`src/rtl/sds_pkg.sv`:
```
`timescale 1ns/1ps
package sds_pkg;
  // Default number of shift stages per driver.
  parameter int unsigned SDS_STAGES_DFLT = 12;

  // Fill value used by reset for any width up to 64.
  localparam logic [63:0] SDS_CLEAR = 64'd0;
endpackage

```
`src/rtl/sds_shift_reg.sv`:
```
`timescale 1ns/1ps
module sds_shift_reg #(
  parameter int unsigned STAGES = 12
) (
  input  logic              clk,
  input  logic              rst,
  input  logic              bit_in,
  output logic [STAGES-1:0] stage_q,
  output logic [STAGES-1:0] stage_nxt
);
  localparam int unsigned TOP = STAGES - 1;

  // Next contents: stage 1 (bit 0) takes the new bit, all others move up.
  function automatic logic [STAGES-1:0] advance(input logic [STAGES-1:0] cur,
                                                input logic             b);
    return {cur[TOP-1:0], b};
  endfunction

  assign stage_nxt = advance(stage_q, bit_in);

  always_ff @(posedge clk) begin
    if (rst) stage_q <= '0;
    else     stage_q <= stage_nxt;
  end

  AST_STAGE_ADVANCE: assert property (@(posedge clk) disable iff (rst)
    !$past(rst) |-> stage_q[TOP:1] == $past(stage_q[TOP-1:0]));
  AST_STAGE_ENTRY: assert property (@(posedge clk) disable iff (rst)
    !$past(rst) |-> stage_q[0] == $past(bit_in));
endmodule

```
`src/rtl/sds_hold_bank.sv`:
```
`timescale 1ns/1ps
module sds_hold_bank #(
  parameter int unsigned STAGES = 12
) (
  input  logic              clk,
  input  logic              rst,
  input  logic              take,
  input  logic [STAGES-1:0] d_in,
  output logic [STAGES-1:0] hold_q
);
  always_ff @(posedge clk) begin
    if (rst)       hold_q <= '0;
    else if (take) hold_q <= d_in;
  end

  AST_HOLD_STILL: assert property (@(posedge clk) disable iff (rst)
    (!$past(take) && !$past(rst)) |-> $stable(hold_q));
endmodule

```
`src/rtl/sds_out_gate.sv`:
```
`timescale 1ns/1ps
module sds_out_gate #(
  parameter int unsigned STAGES = 12
) (
  input  logic              enable_n,
  input  logic [STAGES-1:0] hold_in,
  output logic [STAGES-1:0] seg_out
);
  // One AND gate per segment with the asserted (inverted) enable.
  for (genvar g = 0; g < STAGES; g++) begin : g_and
    assign seg_out[g] = hold_in[g] & ~enable_n;
  end
endmodule

```
`src/rtl/sds_driver.sv`:
```
`timescale 1ns/1ps
module sds_driver #(
  parameter int unsigned STAGES = sds_pkg::SDS_STAGES_DFLT
) (
  input  logic              clk,
  input  logic              rst,
  input  logic              ser_in,
  input  logic              load_req,
  input  logic              show_n,
  output logic [STAGES-1:0] seg_q,
  output logic              ser_out
);
  localparam int unsigned TOP = STAGES - 1;

  logic [STAGES-1:0] stage_q;
  logic [STAGES-1:0] stage_nxt;
  logic [STAGES-1:0] hold_q;
  logic              load_evt;
  logic              blank_evt;

  assign load_evt  = load_req;
  assign blank_evt = show_n;

  sds_shift_reg #(.STAGES(STAGES)) u_shift (
    .clk      (clk),
    .rst      (rst),
    .bit_in   (ser_in),
    .stage_q  (stage_q),
    .stage_nxt(stage_nxt)
  );

  sds_hold_bank #(.STAGES(STAGES)) u_hold (
    .clk   (clk),
    .rst   (rst),
    .take  (load_evt),
    .d_in  (stage_nxt),
    .hold_q(hold_q)
  );

  sds_out_gate #(.STAGES(STAGES)) u_gate (
    .enable_n(blank_evt),
    .hold_in (hold_q),
    .seg_out (seg_q)
  );

  assign ser_out = stage_q[TOP];

  AST_RESET_CLEAR: assert property (@(posedge clk)
    rst |=> (stage_q == '0 && hold_q == '0));
  AST_SOUT_TAIL: assert property (@(posedge clk) disable iff (rst)
    !$past(rst) |-> ser_out == $past(stage_q[TOP-1]));
  AST_HOLD_TRACKS: assert property (@(posedge clk) disable iff (rst)
    ($past(load_evt) && !$past(rst)) |-> hold_q == stage_q);
  AST_SEG_BLANKED: assert property (@(posedge clk) disable iff (rst)
    show_n |-> seg_q == '0);
  AST_SEG_PASS: assert property (@(posedge clk) disable iff (rst)
    !show_n |-> seg_q == hold_q);
endmodule

```
`config.mk`:
```
export PLATFORM = sky130hd
export DESIGN_NAME = sds_driver
export DESIGN_NICKNAME = d
export VERILOG_FILES = /design/src/rtl/sds_pkg.sv /design/src/rtl/sds_shift_reg.sv /design/src/rtl/sds_hold_bank.sv /design/src/rtl/sds_out_gate.sv /design/src/rtl/sds_driver.sv
export SDC_FILE = /design/constraint.sdc
export NUM_CORES = 1
export LEC_CHECK = 0
export CELL_PAD_IN_SITES_DETAIL_PLACEMENT = 1
export CELL_PAD_IN_SITES_GLOBAL_PLACEMENT = 1
export CORE_MARGIN = 2
export CORE_UTILIZATION = 28
export DETAILED_ROUTE_END_ITERATION = 8
export PLACE_DENSITY = 0.65
export SYNTH_ARGS = -nofsm -noshare
export SYNTH_HDL_FRONTEND = slang
export SYNTH_SLANG_ARGS = --single-unit
```
`constraint.sdc`:
```
create_clock -name clk -period 1 [get_ports clk]
set_input_delay 0.2 -clock clk [delete_from_list [all_inputs] [get_ports clk]]
set_output_delay 0.2 -clock clk [all_outputs]
set_load 0.05 [all_outputs]
```
* Word-level counts from Yosys, hierarchy flattened *
Cells that the tools add are included.

operators by class
  bitwise gates (word level) = 13

operator list
  operator     count
  $and 1x1->1  12
  $not 1->1    1

word-level totals
  bits in registers = 24
  bits of input ports = 5
  output and inout bits = 13
  logic and storage cells = 15

* Longest topological paths before layout *
Gate-level depths: netlist (run 1).

  word-level depth = 2
  gate-level depth with buffers = 3

* Hierarchy *
A second synthesis (run 1) with hierarchy kept.

unflattened totals
  cells, all modules = 88
  area, all modules = 1,003.5 µm²

modules (own cells, without submodules)
  module         times used  cells an instance  area an instance (µm²)  seq. area each (µm²)
  sds_shift_reg  1           37                 456.7                   240.2
  sds_hold_bank  1           38                 420.4                   240.2
  sds_out_gate   1           13                 126.4                   0.0

* Worst setup path before layout (run 1) *
No wires, ideal clock.

  path kind = in2out
  start = input show_n
  end = output seg_q[10]
  arrival time = 1,078 ps
  required time = 800 ps
  setup slack = -278 ps
  stages on the path = 2
  path through = clkbuf_1 > nor2b_1

on the way
  word-level cells in the longest chain between the ends = 2

ends and longest elaborated chain
  item         RTL line            source
  from (decl)  sds_driver.sv:9     input logic show_n,
  $not 1->1    sds_out_gate.sv:11  assign seg_out[g] = hold_in[g] & ~enable_n;
  $and 1x1->1  sds_out_gate.sv:11
  to (decl)    sds_driver.sv:10    output logic [STAGES-1:0] seg_q,

Every way passes these cells.

* Final worst setup path (run 1) *
  start = register u_hold.hold_q[2]
  end = output seg_q[2]

on the way
  word-level cells in the longest chain between the ends = 1

ends and longest elaborated chain
  item                    RTL line             source
  from (decl)             sds_hold_bank.sv:9   output logic [STAGES-1:0] hold_q
  from (signal assigned)  sds_hold_bank.sv:13  else if (take) hold_q <= d_in;
  $and 1x1->1             sds_out_gate.sv:11

Every way passes these cells.

==> impl_metrics.env, run 1 <==
export IMPL_dpl_cell_area_sq_um=1250
export IMPL_critPathLaunchType="flop"
export IMPL_cts_max_path_buffers=2
export IMPL_grt_pass1_wl_um=2660
export IMPL_fin_crit_sh=1.22
export IMPL_utilization=0.475
export IMPL_timing_setup_tns_ps=-2010
export IMPL_place_congestion=0.622
export IMPL_status="finished with violations"
export IMPL_drt_initial_drc_count=1
export IMPL_p_int_w=0.00127
export IMPL_drv_slew=0
export IMPL_ys_seq_area_frac=0.582
export IMPL_coreArea_sq_um=2780
export IMPL_via_count=572
export IMPL_clkPwrFrac=0.308
export IMPL_viasPerCell=4.43
export IMPL_ys_types=8
export IMPL_firstDrtPassIters=2
export IMPL_std_cell_rows=19
export IMPL_p_comb_frac=0.090
export IMPL_vdd_drop_max_uv=797
export IMPL_worst_slack_ps=-217
export IMPL_hold_viol=0
export IMPL_skew_ps=1.56
export IMPL_setup_viol=13
export IMPL_wl_per_cell_um=12.1
export IMPL_antenna_cells=0
export IMPL_cts_hold_buf=0
export IMPL_fmax_ghz=0.822
export IMPL_overflow=0
export IMPL_drive_above_1_share=0.480
export IMPL_stdcell_count=129
export IMPL_yosys_register_bits=24
export IMPL_io_buffers=17
export IMPL_ios=18
export IMPL_syn_nets=81
export IMPL_yosysTopAreaCell="dfxtp_1"
export IMPL_start_util=0.297
export IMPL_cts_max_level=1
export IMPL_ys_warnings_count=0
export IMPL_synth_top_cell_area_share=0.582
export IMPL_rsz0062_at_grt="yes"
export IMPL_dpl_hpwl_um=1090
export IMPL_violations="negative setup slack"
export IMPL_postCtsSetupRepairBufs=0
export IMPL_worst_setup_path_end_kind="output pin"
export IMPL_path_clk_slew_ps=120
export IMPL_period_needed_ps=1220
export IMPL_grt_pass1_vias=601
export IMPL_grt_max_degree=25
export IMPL_p_per_area_nw_per_um2=1230
export IMPL_drt_wl_total_um=1570
export IMPL_max_slew_margin=0.908
export IMPL_p_seq_frac=0.602
export IMPL_die_area_sq_um=3400
export IMPL_required_ps=800
export IMPL_tightest_slew_ps=133
export IMPL_post_route_drc_count=0
export IMPL_synth_area_sq_um=826
export IMPL_synth_area_per_cell_sq_um=10.9
export IMPL_cts_tree="done"
export IMPL_switchingPower_w=0.000354
export IMPL_hp_class="flop to flop"
export IMPL_antenna_found_initial=0
export IMPL_die_w_um=58.3
export IMPL_synth_area_leaders="dfxtp_1 58%, nor2b_1 15%, mux2i_1 15%, nor2_1 5.5%, and2b_1 3.6%"
export IMPL_crit_fanout=2
export IMPL_final_antenna_net_count=0
export IMPL_dp_cells=125
export IMPL_arrival_ps=1020
export IMPL_p_leak_nw=0.534
export IMPL_clk_latency_ps=310
export IMPL_switching_share=0.218
export IMPL_max_cap_violations=0
export IMPL_cts_sinks=24
export IMPL_syn_inst=76
export IMPL_die_height_um=58.3
export IMPL_layout_nets=104
export IMPL_cts_buffers=3
export IMPL_root_buffer="clkbuf_4"
export IMPL_path_class="flop to output pin"
export IMPL_track_usage=0.106
export IMPL_synthToLayoutAreaGrowth_pct=60.0
export IMPL_total_power_w=0.00162
export IMPL_design_area_sq_um=1320
==> per-stage QoR <==
stage          setup WS, ps  hold slack [ps]
2_1_floorplan         -60.4              272
3_3_place_gp           -470              445
3_5_place_dp           -484              459
4_1_cts                -245              472
5_1_grt                -272              480
6_report               -217              468
==> registers in the layout, indices dropped and copies added, names as in the netlist <==
| name | flops |
|---|---|
| u_hold.hold_q | 12 |
| u_shift.stage_q | 12 |
==> cell families after synthesis <==
group / count (synthesis) / share of synthesized area
buf+inv: 4 / 0.0303
flops: 24 / 0.582
mux: 12 / 0.145
simple gates: 36 / 0.242
==> power by group through the flow <==
stage	logic, W	clock network, W	registers, W
floorplan	0.0000757	0	0.000994
global placement	0.000144	0	0.000995
detailed placement	0.000144	0	0.000996
CTS	0.000148	0.000540	0.000975
global route	0.000156	0.000576	0.000977
finish	0.000146	0.000499	0.000975
==> worst max-delay path, stage by stage, from the launching register on <==
cell and delay, ps:
dfxtp_2 340, and2b_2 210, buf_12 150
==> metal layers <==
metal,GRT usage,vias up,share of wire
met2,0.173,18,0.49
li1,-,283,-
met1,0.125,269,0.43
met4,0.0299,0,0.0089
met3,0.0484,2,0.068
met5,0,-,0
==> synthesized netlist by cell type <==
cell type,number
dfxtp_1,24
nor2b_1,20
mux2i_1,12
nor2_1,12
and2b_1,4
buf_2,2
buf_6,1
clkbuf_1,1
==> placed cells by master (no fill, tap or decap) <==
master           synthesis  routed
nor2b_4                  0       8
buf_12                   0      15
dfxtp_2                  0      12
and2b_4                  0       1
clkdlybuf4s50_1          0       3
dfxtp_1                 24      12
and2b_2                  0       3
nor2_1                  12      12
mux2i_1                 12      12
buf_4                    0       3
clkbuf_4                 0       3
clkdlybuf4s15_2          0       1
clkbuf_8                 0       1
nor2b_1                 20      12
==> final timing paths <==
check	from	end	slack [ps]	cells after the start
worst max-delay path	u_hold.hold_q[2]$_SDFFE_PP0P_	seg_q[2]	-220	2
worst min-delay path	u_shift.stage_q[10]$_SDFF_PP0_	u_shift.stage_q[11]$_SDFF_PP0_	470	1
worst max register to register	u_hold.hold_q[5]$_SDFFE_PP0P_	u_hold.hold_q[5]$_SDFFE_PP0P_	370	2
worst min register to register	u_shift.stage_q[10]$_SDFF_PP0_	u_shift.stage_q[11]$_SDFF_PP0_	470	1
==> layout make-up <==
class	instances	area (sq um)
clock buffers	4	36.3
fillers	305	1460
repair buffers	22	364
well taps	31	38.8
flip-flops and latches	24	495
multi-input cells	48	387
==> repair_timing <==
item / 4_1_cts / 5_1_grt
gates resized for setup: 17 / 1
endpoints found under the setup margin: 13 / 13
endpoints found under the hold margin: 0 / 0
Note: power is estimated with default switching activity, not from simulation.
==> inputs of run 2 (changes only) <==
--- a/config.mk
+++ b/config.mk
@@ -8,9 +8,10 @@
 export CELL_PAD_IN_SITES_DETAIL_PLACEMENT = 1
 export CELL_PAD_IN_SITES_GLOBAL_PLACEMENT = 1
 export CORE_MARGIN = 2
-export CORE_UTILIZATION = 28
+export CORE_UTILIZATION = 39
 export DETAILED_ROUTE_END_ITERATION = 8
-export PLACE_DENSITY = 0.65
+export MAX_ROUTING_LAYER = met4
+export PLACE_DENSITY = 0.84
 export SYNTH_ARGS = -nofsm -noshare
 export SYNTH_HDL_FRONTEND = slang
 export SYNTH_SLANG_ARGS = --single-unit
==> run 2 against run 1 <==
The run still ends with negative setup slack left. Design area rose by 0.85%. Critical endpoint unchanged. Largest cell class unchanged. Wire length rose by 21%. Clock power rose by 3%. Sequential power barely moved. Setup slack got worse by 3.0 ps. Core utilization rose by 20 points.
==> impl_metrics.env, run 2 (same netlist as run 1, synthesis figures left out) <==
export IMPL_status="finished with violations"
export IMPL_violations="negative setup slack"
export IMPL_root_buffer="clkbuf_4"
export IMPL_reg_largest_list="u_hold.hold_q (12), u_shift.stage_q (12)"
export IMPL_p_comb_frac=0.089
export IMPL_required_ps=800
export IMPL_fin_crit_sh=1.22
export IMPL_ios=18
export IMPL_ff2ff_path_depth=4
export IMPL_drv_slew=0
export IMPL_critPathLaunchType="flop"
export IMPL_clkPwrFrac=0.314
export IMPL_cts_sinks=24
export IMPL_min_from="ser_in"
export IMPL_p_leak_nw=0.546
export IMPL_synthToLayoutAreaGrowth_pct=61.4
export IMPL_hold_depth=2
export IMPL_cts_max_path_buffers=2
export IMPL_utilization=0.672
export IMPL_p_seq_frac=0.597
export IMPL_setup_viol=13
export IMPL_via_count=591
export IMPL_firstDrtPassIters=2
export IMPL_viasPerCell=4.65
export IMPL_dp_cells=120
export IMPL_grt_max_degree=25
export IMPL_cts_buffers=3
export IMPL_min_to="u_shift.stage_q[0]$_SDFF_PP0_"
export IMPL_wl_per_cell_um=14.9
export IMPL_antenna_found_initial=0
export IMPL_overflow=0
export IMPL_r2r_slack_ps=120
export IMPL_period_needed_ps=1220
export IMPL_final_cell_mix="15 x buf_12, 13 x dfxtp_2, 12 x mux2i_1, 12 x nor2_1, 12 x nor2b_1"
export IMPL_final_common_cell="buf_12"
export IMPL_dpl_cell_area_sq_um=1240
export IMPL_tightest_slew_ps=232
export IMPL_r2r_end="u_hold.hold_q[6]$_SDFFE_PP0P_"
export IMPL_switching_share=0.226
export IMPL_hp_class="input port to flop"
export IMPL_start_util=0.417
export IMPL_crit_fanout=2
export IMPL_cts_tree="done"
export IMPL_fmax_ghz=0.820
export IMPL_layout_nets=106
export IMPL_cts_max_level=1
export IMPL_vdd_drop_max_uv=717
export IMPL_antenna_cells=0
export IMPL_p_int_w=0.00127
export IMPL_drive_above_1_share=0.500
export IMPL_grt_pass1_wl_um=3170
export IMPL_stdcell_count=127
export IMPL_final_antenna_net_count=0
export IMPL_post_route_drc_count=0
export IMPL_io_buffers=17
export IMPL_timing_setup_tns_ps=-2230
export IMPL_arrival_ps=1020
export IMPL_p_per_area_nw_per_um2=1230
export IMPL_hold_viol=0
export IMPL_place_congestion=0.692
export IMPL_track_usage=0.183
export IMPL_r2r_start="u_hold.hold_q[6]$_SDFFE_PP0P_"
export IMPL_path_clk_slew_ps=130
export IMPL_coreArea_sq_um=1980
export IMPL_die_height_um=50.0
export IMPL_worst_setup_path_end_kind="output pin"
export IMPL_clk_latency_ps=320
export IMPL_drt_wl_total_um=1890
export IMPL_cts_hold_buf=0
export IMPL_dpl_hpwl_um=1350
export IMPL_worst_slack_ps=-220
export IMPL_max_cap_violations=0
export IMPL_die_w_um=50.0
export IMPL_max_slew_margin=0.846
export IMPL_path_class="flop to output pin"
export IMPL_switchingPower_w=0.000370
export IMPL_std_cell_rows=16
export IMPL_drt_initial_drc_count=2
export IMPL_design_area_sq_um=1330
export IMPL_skew_ps=1.69
export IMPL_grt_pass1_vias=682
export IMPL_rsz0062_at_grt="yes"
export IMPL_die_area_sq_um=2500
[run 2: cell types whose count changed in the layout (fill, tap and decap cells not counted), sizes merged]
cell	change
buf	+2
[run 2: power groups by stage]
stage | clock (W) | sequential, W | combinational, W
floorplan | 0 | 0.000994 | 0.0000757
global placement | 0 | 0.000996 | 0.000139
detailed placement | 0 | 0.000997 | 0.000141
CTS | 0.000525 | 0.000976 | 0.000147
global route | 0.000572 | 0.000978 | 0.000154
finish | 0.000514 | 0.000976 | 0.000146
[run 2: area by class of cell]
class / count / area (sq um)
clock buffers: 4 / 36.3
fillers: 186 / 649
multi-input cells: 48 / 387
flip-flops and latches: 24 / 497
well taps: 27 / 33.8
repair buffers: 24 / 379
[run 2: how the worst max path moves through the flow]
stage	startpoint	endpoint
2_1_floorplan	show_n	seg_q[10]
3_3_place_gp	show_n	seg_q[10]
3_5_place_dp	show_n	seg_q[10]
4_1_cts	u_hold.hold_q[2]$_SDFFE_PP0P_	seg_q[2]
5_1_grt	u_hold.hold_q[2]$_SDFFE_PP0P_	seg_q[2]
6_report	u_hold.hold_q[2]$_SDFFE_PP0P_	seg_q[2]
[run 2: metal layers]
layer	wire, um	GRT usage	share of wire	vias to the layer above
met5	0	-	0	-
met4	38	0.0833	0.020	0
met3	56	0.0364	0.030	5
met2	1140	0.346	0.60	16
met1	653	0.175	0.35	284
li1	-	-	-	286
[run 2: metrics by stage]
stage / total power, W / worst slack [ps] / hold slack, ps
floorplan: 0.00107 / -60.4 / 272
global placement: 0.00113 / -499 / 445
detailed placement: 0.00114 / -517 / 461
CTS: 0.00165 / -240 / 469
global route: 0.00170 / -261 / 448
finish: 0.00164 / -220 / 472
[run 2: worst max-delay path: stages, from the launching register on]
cell,delay [ps]
dfxtp_2,340
and2b_2,210
buf_12,150
[run 2: timing repair]
item	4_1_cts	5_1_grt
endpoints found under the setup margin	13	13
setup buffers	2	1
gates resized for setup	18	1
